`config.mk`:
```
export PLATFORM = sky130hd
export DESIGN_NAME = hmrb_top
export DESIGN_NICKNAME = d
export VERILOG_FILES = /design/src/rtl/hmrb_pkg.sv /design/src/rtl/hmrb_half_reg.sv /design/src/rtl/hmrb_decode.sv /design/src/rtl/hmrb_rdmux.sv /design/src/rtl/hmrb_top.sv
export SDC_FILE = /design/constraint.sdc
export NUM_CORES = 1
export LEC_CHECK = 0
export ABC_AREA = 1
export ABC_CLOCK_PERIOD_IN_PS = 1200
export BUFFER_PORTS_ARGS = -buffer_cell sky130_fd_sc_hd__buf_2
export CORE_MARGIN = 2
export CORE_UTILIZATION = 44
export DETAILED_ROUTE_END_ITERATION = 6
export GPL_ROUTABILITY_DRIVEN = 0
export HOLD_SLACK_MARGIN = 0.1
export PLACE_DENSITY = 0.79
export SKIP_LAST_GASP = 1
export SYNTH_ARGS = -nofsm -noshare
export SYNTH_HDL_FRONTEND = slang
export SYNTH_HIERARCHICAL = 1
export SYNTH_SLANG_ARGS = --single-unit
export TNS_END_PERCENT = 20
```
`constraint.sdc`:
```
create_clock -name clk_i -period 1.2 [get_ports clk_i]
set_input_delay 0 -clock clk_i [delete_from_list [all_inputs] [get_ports clk_i]]
set_output_delay 0 -clock clk_i [all_outputs]
set_load 0.01 [all_outputs]
```
`src/rtl/hmrb_pkg.sv`:
```
package hmrb_pkg;
  localparam int unsigned DATA_W     = 32;
  localparam int unsigned HALF_W     = DATA_W / 2;
  localparam int unsigned NUM_REGS   = 7;
  localparam logic [31:0] VERSION_ID = 32'h01000C2B;
  localparam int unsigned VER_OFFSET = 32'h78;
  localparam int unsigned REG_OUT  = 0;
  localparam int unsigned REG_DIR  = 1;
  localparam int unsigned REG_IEN  = 2;
  localparam int unsigned REG_IMSK = 3;
  localparam int unsigned REG_ITYP = 4;
  localparam int unsigned REG_IPOL = 5;
  localparam int unsigned REG_IBTH = 6;
endpackage

```
`src/rtl/hmrb_half_reg.sv`:
```
module hmrb_half_reg #(
  parameter int unsigned W = 16
) (
  input  logic         clk_i,
  input  logic         rst_ni,
  input  logic         we_i,
  input  logic [W-1:0] data_i,
  input  logic [W-1:0] bit_en_i,
  output logic [W-1:0] q_o
);
  always_ff @(posedge clk_i or negedge rst_ni) begin
    if (!rst_ni)   q_o <= '0;
    else if (we_i) q_o <= (q_o & ~bit_en_i) | (data_i & bit_en_i);
  end
endmodule

```
`src/rtl/hmrb_decode.sv`:
```
module hmrb_decode #(
  parameter int unsigned ADDR_W   = 8,
  parameter int unsigned NUM_REGS = 7,
  parameter int unsigned VER_OFF  = 32'h78
) (
  input  logic                valid_i,
  input  logic                write_i,
  input  logic [ADDR_W-1:0]   addr_i,
  output logic [NUM_REGS-1:0] wr_lo_o,
  output logic [NUM_REGS-1:0] wr_hi_o,
  output logic [NUM_REGS-1:0] rd_sel_o,
  output logic                rd_hi_o,
  output logic                rd_ver_o
);
  localparam int unsigned IDX_W = ADDR_W - 3;

  logic             aligned;
  logic [IDX_W-1:0] idx;

  assign aligned  = (addr_i[1:0] == 2'b00);
  assign idx      = addr_i[ADDR_W-1:3];
  assign rd_hi_o  = addr_i[2];
  assign rd_ver_o = (addr_i == ADDR_W'(VER_OFF));

  for (genvar g = 0; g < NUM_REGS; g++) begin : g_sel
    logic hit;
    assign hit         = aligned && (idx == IDX_W'(g));
    assign rd_sel_o[g] = hit;
    assign wr_lo_o[g]  = valid_i && write_i && hit && !addr_i[2];
    assign wr_hi_o[g]  = valid_i && write_i && hit &&  addr_i[2];
  end
endmodule

```
`src/rtl/hmrb_rdmux.sv`:
```
module hmrb_rdmux #(
  parameter int unsigned NUM_REGS = 7,
  parameter logic [31:0] VERSION  = 32'h0
) (
  input  logic [NUM_REGS-1:0][31:0] regs_i,
  input  logic [NUM_REGS-1:0]       sel_i,
  input  logic                      hi_i,
  input  logic                      ver_i,
  output logic [31:0]               word_o
);
  logic [31:0] picked;

  always_comb begin
    picked = '0;
    for (int i = 0; i < NUM_REGS; i++)
      if (sel_i[i]) picked = regs_i[i];
  end

  always_comb begin
    if (ver_i)      word_o = VERSION;
    else if (hi_i)  word_o = {16'h0, picked[31:16]};
    else            word_o = {16'h0, picked[15:0]};
  end
endmodule

```
`src/rtl/hmrb_top.sv`:
```
module hmrb_top
  import hmrb_pkg::*;
#(
  parameter int unsigned ADDR_W = 8
) (
  input  logic              clk_i,
  input  logic              rst_ni,
  input  logic              req_valid_i,
  input  logic              req_write_i,
  input  logic [ADDR_W-1:0] req_addr_i,
  input  logic [31:0]       req_wdata_i,
  output logic [31:0]       rd_data_o,
  output logic [31:0]       gpio_out_o,
  output logic [31:0]       gpio_dir_o,
  output logic [31:0]       irq_en_o,
  output logic [31:0]       irq_mask_o,
  output logic [31:0]       irq_type_o,
  output logic [31:0]       irq_pol_o,
  output logic [31:0]       irq_both_o
);
  logic [NUM_REGS-1:0]        wr_lo, wr_hi, rd_sel;
  logic                       rd_hi, rd_ver;
  logic [NUM_REGS-1:0][31:0]  reg_q;
  logic [31:0]                rd_word;

  hmrb_decode #(
    .ADDR_W(ADDR_W), .NUM_REGS(NUM_REGS), .VER_OFF(VER_OFFSET)
  ) dec_i (
    .valid_i(req_valid_i), .write_i(req_write_i), .addr_i(req_addr_i),
    .wr_lo_o(wr_lo), .wr_hi_o(wr_hi), .rd_sel_o(rd_sel),
    .rd_hi_o(rd_hi), .rd_ver_o(rd_ver)
  );

  for (genvar g = 0; g < NUM_REGS; g++) begin : g_reg
    hmrb_half_reg #(.W(HALF_W)) lo_i (
      .clk_i(clk_i), .rst_ni(rst_ni), .we_i(wr_lo[g]),
      .data_i(req_wdata_i[HALF_W-1:0]), .bit_en_i(req_wdata_i[DATA_W-1:HALF_W]),
      .q_o(reg_q[g][HALF_W-1:0])
    );
    hmrb_half_reg #(.W(HALF_W)) hi_i (
      .clk_i(clk_i), .rst_ni(rst_ni), .we_i(wr_hi[g]),
      .data_i(req_wdata_i[HALF_W-1:0]), .bit_en_i(req_wdata_i[DATA_W-1:HALF_W]),
      .q_o(reg_q[g][DATA_W-1:HALF_W])
    );
  end

  hmrb_rdmux #(.NUM_REGS(NUM_REGS), .VERSION(VERSION_ID)) mux_i (
    .regs_i(reg_q), .sel_i(rd_sel), .hi_i(rd_hi), .ver_i(rd_ver), .word_o(rd_word)
  );

  always_ff @(posedge clk_i or negedge rst_ni) begin
    if (!rst_ni)                          rd_data_o <= '0;
    else if (req_valid_i && !req_write_i) rd_data_o <= rd_word;
  end

  assign gpio_out_o = reg_q[REG_OUT];
  assign gpio_dir_o = reg_q[REG_DIR];
  assign irq_en_o   = reg_q[REG_IEN];
  assign irq_mask_o = reg_q[REG_IMSK];
  assign irq_type_o = reg_q[REG_ITYP];
  assign irq_pol_o  = reg_q[REG_IPOL];
  assign irq_both_o = reg_q[REG_IBTH];
endmodule

```
==> run summary, run 1 <==
The top-level port count is 300. The library cells used most frequently in the layout, excluding fill and tap cells, are 931 x sky130_fd_sc_hd__nand2_1, 318 x sky130_fd_sc_hd__nand3_1, 266 x sky130_fd_sc_hd__buf_2. STA classifies the critical path endpoint as a flop.

The number of buffer and inverter stages on the critical path came out at 0. The die is 183 um wide. The synthesized area per cell came out at 7.14 sq um.

The gate count after technology mapping is 1,977. The minimum setup slack among reg-to-reg paths is -0.23 ns. The setup slack after layout came out at -0.235 ns. The number of warnings issued by yosys came out at 6.

The total count of hold-check failures in the final report came out at 0. Counting cells, the worst reg-to-reg path comes to 9. The library cell used most frequently in the layout, excluding fill and tap cells, is sky130_fd_sc_hd__nand2_1.

The arrival time at the worst endpoint is 1.87 ns. The maximum level of the CTS H-tree is 1. The kind of cell with the highest combined delay on the critical path is simple AND/OR/NAND/NOR gates. The clock period minus worst slack is 1.43 ns. Timing analysis after detailed placement gives a worst setup slack of -0.812 ns. The fraction of final layout cells sized beyond drive strength 1 is 29.4%. The number of distinct library cells after synthesis is 24. For this design, the slowest cell found on the critical path is sky130_fd_sc_hd__dfrtp_1.

After floorplanning, the core was divided into 65 placement rows. The worst hold path depth came out at 4. The endpoint identified for the worst register-to-register timing path is rd_data_o[0]. Cell internal power was estimated by the tool at 15.3 mW. The cell area that synthesis handed to floorplanning was 14,100 sq um. The biggest fanout along the worst timing path is 2. The share of total power in the clock network is 45.2%. The run finished, with violations left.

The via count came out at 16,400. The number of design rule violations left after detail routing is 0. The clock insertion delay at the later pin of the skew report is 0.55 ns. For this block, the initial DRC count from the detailed router was 2,066. TritonCTS built the clock tree. The tree is rooted in a sky130_fd_sc_hd__clkbuf_16. The total global routing overflow came out at 0. Ranked by total cell area, the synthesized netlist is headed by sky130_fd_sc_hd__dfrtp_1 45%, sky130_fd_sc_hd__nand2_1 25%, sky130_fd_sc_hd__nand3_1 12%. The number of buffers inserted by hold repair at cts came out at 35. The antenna cell count is 0. The headroom to the max-slew limit came out at 60.7%.

The initial antenna violation count is 1. The growth of design area from synthesis to finish is 39.1%. The count of nets left with antenna violations after detail routing came out at 0. The fraction of the yosys area taken by sequential cells is 45.4%. The largest net degree at the start of global routing is 49.

The worst-case vdd ir drop came out at 1.28 mV. The overall die area is 33,500 sq um. Across every metal layer, demand over resource in global routing totals 32.6%.

For the final database, setup skew stands at 0.0122 ns. Counting the buffers created by CTS gives 29. The clock net sink count came out at 256.

The final count of negative-setup-slack endpoints came out at 113. The number of pins exceeding their max-slew limit in the final report is 0. The area share of the leading cell type in the synthesized netlist came out at 45.4%. The clock-pin slew on the worst setup and hold paths is 0.06 ns.

The detail-routed net length per standard cell is 19.6 um. The type of element launching the critical path is a flop. The final reports fail on setup timing.

The final wirelength is 57,200 um. The required time of the critical path is 1.63 ns. The mean number of vias per cell came out at 5.61. The number of buffers added on ports came out at 299.

The cell seen most often among critical-path stages is sky130_fd_sc_hd__nand2_1. The number of storage elements in the synthesis netlist came out at 256. The tightest min-delay check is of the input port to flop type. The final cycle utilization of the critical path came out at 120%. The share of total power dissipated in sequential elements is 43.8%. Net switching is 25.9% of the power. The total net switching power came out at 5.33 mW. The clock passes through at most 3 buffers. The count of nets after finishing came out at 2,542. The worst hold margin came out at 0.0496 ns. The initial core utilization came out at 44.8%.

The critical path goes through or2_2, nand3_2, nand2_2, nand2_1, nand2_1, nand2_2, nand3_2, nand3_1, nand2_1. The classification of the worst setup path is flop to flop. Summed over all nets, the half-perimeter wirelength after detailed placement is 38,600 um.

The wire length of the first global-routing pass came out at 84,100 um. The area taken by multi-input logic gates is 6860 sq um. The total iterations of the first detailed-routing run came out at 6.

The maximum clock frequency is 0.697 GHz. The final core area utilization is 62.3%. The startpoint identified for the worst hold timing path is req_valid_i. The number of filler instances in the final layout came out at 2,631. The via count of the first global-routing pass came out at 15,500.

The end point of the most critical hold path is rd_data_o[10]. The sequential cells in the finished layout cover a total of 6410 sq um. Setup repair after global routing could not meet its margin everywhere. The core region is 31,600 sq um. The pin slew with the least headroom to its limit is 0.590 ns.

The final total negative setup slack came out at -5.25 ns. The biggest area contributor in the post-synthesis netlist is sky130_fd_sc_hd__dfrtp_1. The leakage power is 11.0 nW. Dividing total power by cell area gives a power density of 1050 nW/um^2. The height of the die is 183 um.

The combinational share of power is 11.0%. The max-cap violation count is 0. The largest stage delay on the critical path is 0.38 ns.
power groups by stage:
stage               clock network (mW)  registers [mW]  logic (mW)
floorplan                            0            9.25       0.500
global route                      9.70            9.02        2.41
global placement                     0            9.15        1.99
CTS                               9.34            9.00        2.15
finish                            9.30            9.01        2.27
detailed placement                   0            9.16        2.03
area by class of cell:
class / instances / share of cell area [%]
multi-input cells: 1550 / 34.9
flip-flops and latches: 256 / 32.6
repair buffers: 598 / 23.5
clock buffers: 40 / 4.21
well taps: 402 / 2.56
inverters: 62 / 1.34
clock inverters: 10 / 0.783
repair inverters: 1 / 0.0255
worst max-delay path by stage:
stage	to	slack, ns	depth (start not counted)
5_1_grt	rd_data_o[9]	-0.31	11
2_1_floorplan	rd_data_o[10]	-0.25	18
6_report	rd_data_o[0]	-0.23	9
3_3_place_gp	rd_data_o[7]	-0.69	18
4_1_cts	rd_data_o[4]	-0.21	11
3_5_place_dp	rd_data_o[0]	-0.81	19
through the flow:
step           power, mW  instance area [sq um]  instances
2_1_floorplan       9.75                  14200       1991
3_3_place_gp        11.1                  17500       2816
3_5_place_dp        11.2                  17500       2816
4_1_cts             20.5                  19100       2904
5_1_grt             21.1                  19600       2919
6_report            20.6                  19600       2919
cells in the mapped netlist:
library cell and instances:
sky130_fd_sc_hd__inv_4 2, sky130_fd_sc_hd__inv_2 5, sky130_fd_sc_hd__or2_0 18, sky130_fd_sc_hd__dfrtp_1 256, sky130_fd_sc_hd__buf_2 18, sky130_fd_sc_hd__a21oi_1 90, sky130_fd_sc_hd__inv_1 55, sky130_fd_sc_hd__nor2_1 99
sky130_fd_sc_hd__clkbuf_8 3, sky130_fd_sc_hd__nand2_1 958, sky130_fd_sc_hd__nor2_2 6, sky130_fd_sc_hd__buf_6 51, sky130_fd_sc_hd__nand3_1 343, sky130_fd_sc_hd__buf_1 3, sky130_fd_sc_hd__buf_12 1, sky130_fd_sc_hd__nor2_4 2
sky130_fd_sc_hd__nand2_8 1, sky130_fd_sc_hd__nand2_2 12, sky130_fd_sc_hd__or2_2 4, sky130_fd_sc_hd__nand3_2 1, sky130_fd_sc_hd__nand4_1 1, sky130_fd_sc_hd__buf_4 31, sky130_fd_sc_hd__clkbuf_1 16, sky130_fd_sc_hd__conb_1 1
metal layers:
metal | track usage, % | share of wire [%]
met1 | 38.9 | 35
met5 | 0 | 0
met3 | 6.77 | 11
met2 | 54.9 | 47
met4 | 18.7 | 7.2
logic make-up (layout without fill, tap and decap cells):
family / Yosys count / after routing / synth area share, %
compound gates: 90 / 90 / 3.19
simple gates: 1445 / 1445 / 42.4
buf+inv: 185 / 711 / 8.98
other cells: 1 / 15 / 0.0266
flops: 256 / 256 / 45.4
what timing repair did:
action	CTS	global route
setup endpoints to repair	155	181
gates cloned	0	2
pin swaps	21	55
buffers inserted	5	19
endpoints found under the hold margin	509	14
gates resized for setup	50	114
tightest hold or removal path: cells and delay by family:
| family | cells | cell delay, ns |
|---|---|---|
| and+or+nand+nor | 2 | 0.17 |
| buffers and inverters | 2 | 0.38 |
(Power assumes the default switching activity.)
==> run 2, diff against run 1 <==
- RECOVER_POWER: not set -> 100
==> run summary, run 2 (synthesized netlist as in run 1, its figures left out) <==
The count of nets left with antenna violations after detail routing came out at 0 (unchanged). The number of filler instances in the final layout is 2,685 (was 2,631). The width of the die is 183 um (unchanged). The via count is 16,400 (about the same). The area taken by multi-input logic gates came out at 6840 sq um (was 6860 sq um). The clock net sink count came out at 256 (unchanged). The final wirelength was 57,300 um (was 57,200 um).

The worst-case clock buffer depth came out at 3 (unchanged). The critical path depth in cells is 11 (was 9). The maximum clock frequency came out at 0.680 GHz (was 0.697 GHz). The type of element launching the critical path is a flop (unchanged).

The clock period minus worst slack is 1.47 ns (was 1.43 ns). The total count of hold-check failures in the final report came out at 0 (unchanged). The core area is 31,600 sq um (unchanged).

Result of the run: finished with violations (unchanged). The height of the die is 183 um (unchanged). The final cycle utilization of the critical path is 123% (was 120%).

The HPWL after detailed placement is 38,600 um (unchanged). The classification of the worst setup path is flop to flop (unchanged). The global-route usage over all layers was 32.6% (unchanged). The total global routing overflow is 0 (unchanged). The leakage power came to 10.6 nW (was 11.0 nW). The critical path's slowest cell is sky130_fd_sc_hd__dfrtp_1 (unchanged). The kind of end point of the critical path is a flop (unchanged). The initial DRC count came out at 1,743 (was 2,066).

The maximum level of the CTS H-tree came out at 1 (unchanged). The top-level port count is 300 (unchanged). The most frequent standard cell in the layout excluding fill and tap cells was sky130_fd_sc_hd__nand2_1 (unchanged). The depth of the worst register-to-register path came out at 11 (was 9).

The largest stage delay on the critical path is 0.38 ns (about the same). The clock skew is 0.0148 ns (was 0.0122 ns). The growth of design area from synthesis to finish is 37.0% (was 39.1%). Failing checks: DRC, setup timing (was setup timing). The final core area utilization was 61.3% (was 62.3%). Crit-path cells: inv_1, nand2_1, nand3_1, nand3_1, nand3_1, nand2_1, a21oi_2, buf_6, nor2_4, nand3_2, nand2_1 (was or2_2, nand3_2, nand2_2, nand2_1, nand2_1, nand2_2, nand3_2, nand3_1, nand2_1).

The type of the worst min-delay path is input port to flop (unchanged). The arrival time at the worst endpoint came out at 1.89 ns (was 1.87 ns). The via count of the first global-routing pass is 15,500 (unchanged).

The number of pins exceeding their max-slew limit in the final report is 0 (unchanged). The setup slack after layout came out at -0.270 ns (was -0.235 ns). The post-placement worst setup slack is -0.812 ns (unchanged). The switching share of power came to 26.0% (was 25.9%).

The worst-case vdd ir drop came out at 1.27 mV (was 1.28 mV). The CTS buffer count came out at 29 (unchanged). The largest net degree at the start of global routing is 49 (unchanged). The power per standard cell area is 1060 nW/um^2 (was 1050 nW/um^2). The origin of the worst min-delay path was req_valid_i (unchanged).

The number of buffer and inverter stages on the critical path was 2 (was 0). The clock tree from TritonCTS is yes (unchanged). The fraction of final layout cells sized beyond drive strength 1 is 25.7% (was 29.4%).

The required time of the critical path was 1.62 ns (was 1.63 ns). The placement row count came out at 65 (unchanged). The minimum setup slack among reg-to-reg paths came out at -0.27 ns (was -0.23 ns). The total iterations of the first detailed-routing run came out at 7 (was 6).

The share of total power in sequential cells came out at 43.9% (was 43.8%). The detail-routed net length per standard cell came out at 19.6 um (about the same). The clock-pin slew on the worst setup and hold paths is 0.06 ns (about the same).

The worst hold path depth came out at 4 (unchanged). The number of buffers added on ports came out at 299 (unchanged). The count of nets after finishing is 2,542 (unchanged).

The initial antenna violation count came to 1 (unchanged). The number of design rule violations left after detail routing came out at 3 (was 0). The end point of the most critical hold path is rd_data_o[10] (unchanged). The biggest fanout along the worst timing path is 2 (unchanged). The combined flip-flop and latch cell area is 6410 sq um (unchanged).

The number of buffers inserted by hold repair at cts is 35 (unchanged). The pin slew with the least headroom to its limit was 0.679 ns (was 0.590 ns). The cell at the root of the clock tree is sky130_fd_sc_hd__clkbuf_16 (unchanged). The total net switching power is 5.34 mW (was 5.33 mW). The final count of negative-setup-slack endpoints came out at 334 (was 113).

The overall die area came out at 33,500 sq um (unchanged). The initial core utilization came out at 44.8% (unchanged). The critical register-to-register path endpoint is rd_data_o[14] (was rd_data_o[0]). The headroom to the max-slew limit came out at 54.7% (was 60.7%). The share of total power in the clock network came out at 45.3% (was 45.2%).

Most frequent cells in the layout: 932 x sky130_fd_sc_hd__nand2_1, 318 x sky130_fd_sc_hd__nand3_1, 256 x sky130_fd_sc_hd__dfrtp_1 (was 931 x sky130_fd_sc_hd__nand2_1, 318 x sky130_fd_sc_hd__nand3_1, 266 x sky130_fd_sc_hd__buf_2). The wire length of the first global-routing pass was 84,100 um (unchanged). The clock insertion delay at the later pin of the skew report is 0.55 ns (about the same).

The mean number of vias per cell is 5.63 (was 5.61). The combinational share of power was 10.9% (was 11.0%). RSZ-0062 raised after global routing: true (unchanged).

The area of all placed cells without fillers is 19,300 sq um (was 19,600 sq um). The max-cap violation count is 0 (unchanged). The standard cell area after detailed placement came out at 17,500 sq um (unchanged). The kind of cell with the highest combined delay on the critical path is simple AND/OR/NAND/NOR gates (unchanged). The internal portion of total power came out at 15.2 mW (was 15.3 mW). The antenna cell count is 0 (unchanged).
-- run 2: cell count changes in the layout (fill, tap and decap cells not counted), sizes merged --
| cell | delta |
|---|---|
| buf | -125 |
| clkbuf | +125 |
-- run 2: power by group through the flow --
stage	clock (mW)	combinational (mW)	sequential, mW
after global placement	0	1.99	9.15
final	9.31	2.23	9.02
after global routing	9.70	2.37	9.03
after floorplan	0	0.500	9.25
after detailed placement	0	2.03	9.16
after CTS	9.34	2.15	9.00
-- run 2: routing by layer --
metal  GRT usage, %  up-vias  routed length (um)
met5              0        -                   0
met4           18.7        0                3990
met3           6.77      287                6280
met2           54.9     1165               27100
met1           38.9     7711               20000
li1               -     7271                   -
-- run 2: worst max-delay path by stage --
stage,end,start,slack [ns]
6_report,rd_data_o[14],flop,-0.27
5_1_grt,rd_data_o[9],flop,-0.31
4_1_cts,rd_data_o[4],flop,-0.21
3_5_place_dp,rd_data_o[0],req_addr_i[3],-0.81
3_3_place_gp,rd_data_o[7],req_addr_i[3],-0.69
2_1_floorplan,rd_data_o[10],req_addr_i[3],-0.25
-- run 2: layout make-up --
| type | instances | area share (%) |
|---|---|---|
| clock inverter | 10 | 0.795 |
| timing repair inverter | 1 | 0.0259 |
| sequential | 256 | 33.1 |
| clock buffer | 40 | 4.27 |
| inverter | 62 | 1.35 |
| tap | 402 | 2.60 |
| timing repair buffer | 598 | 22.5 |
| multi-input combinational | 1550 | 35.4 |
-- run 2: stage by stage --
stage,power [mW],hold WS [ns],std cells,TNS [ns]
final,20.6,0.0559,2919,-28.87
after global routing,21.1,0.0538,2919,-67.27
after floorplan,9.75,-0.296,1991,-3.75
after CTS,20.5,0.0266,2904,-5.40
after detailed placement,11.2,-0.0788,2816,-56.94
after global placement,11.1,-0.0788,2816,-43.52
-- run 2: tightest hold or removal path: cells and delay by family --
family | cells | cell delay (ns)
buffers and inverters | 2 | 0.38
AND/OR/NAND/NOR | 2 | 0.17
-- run 2: repair_timing --
action	in CTS	in global routing
setup endpoints to repair	155	181
setup buffers	5	19
pin swaps	21	55
hold endpoints to repair	509	14
gates cloned	0	2
gates resized for setup	50	114
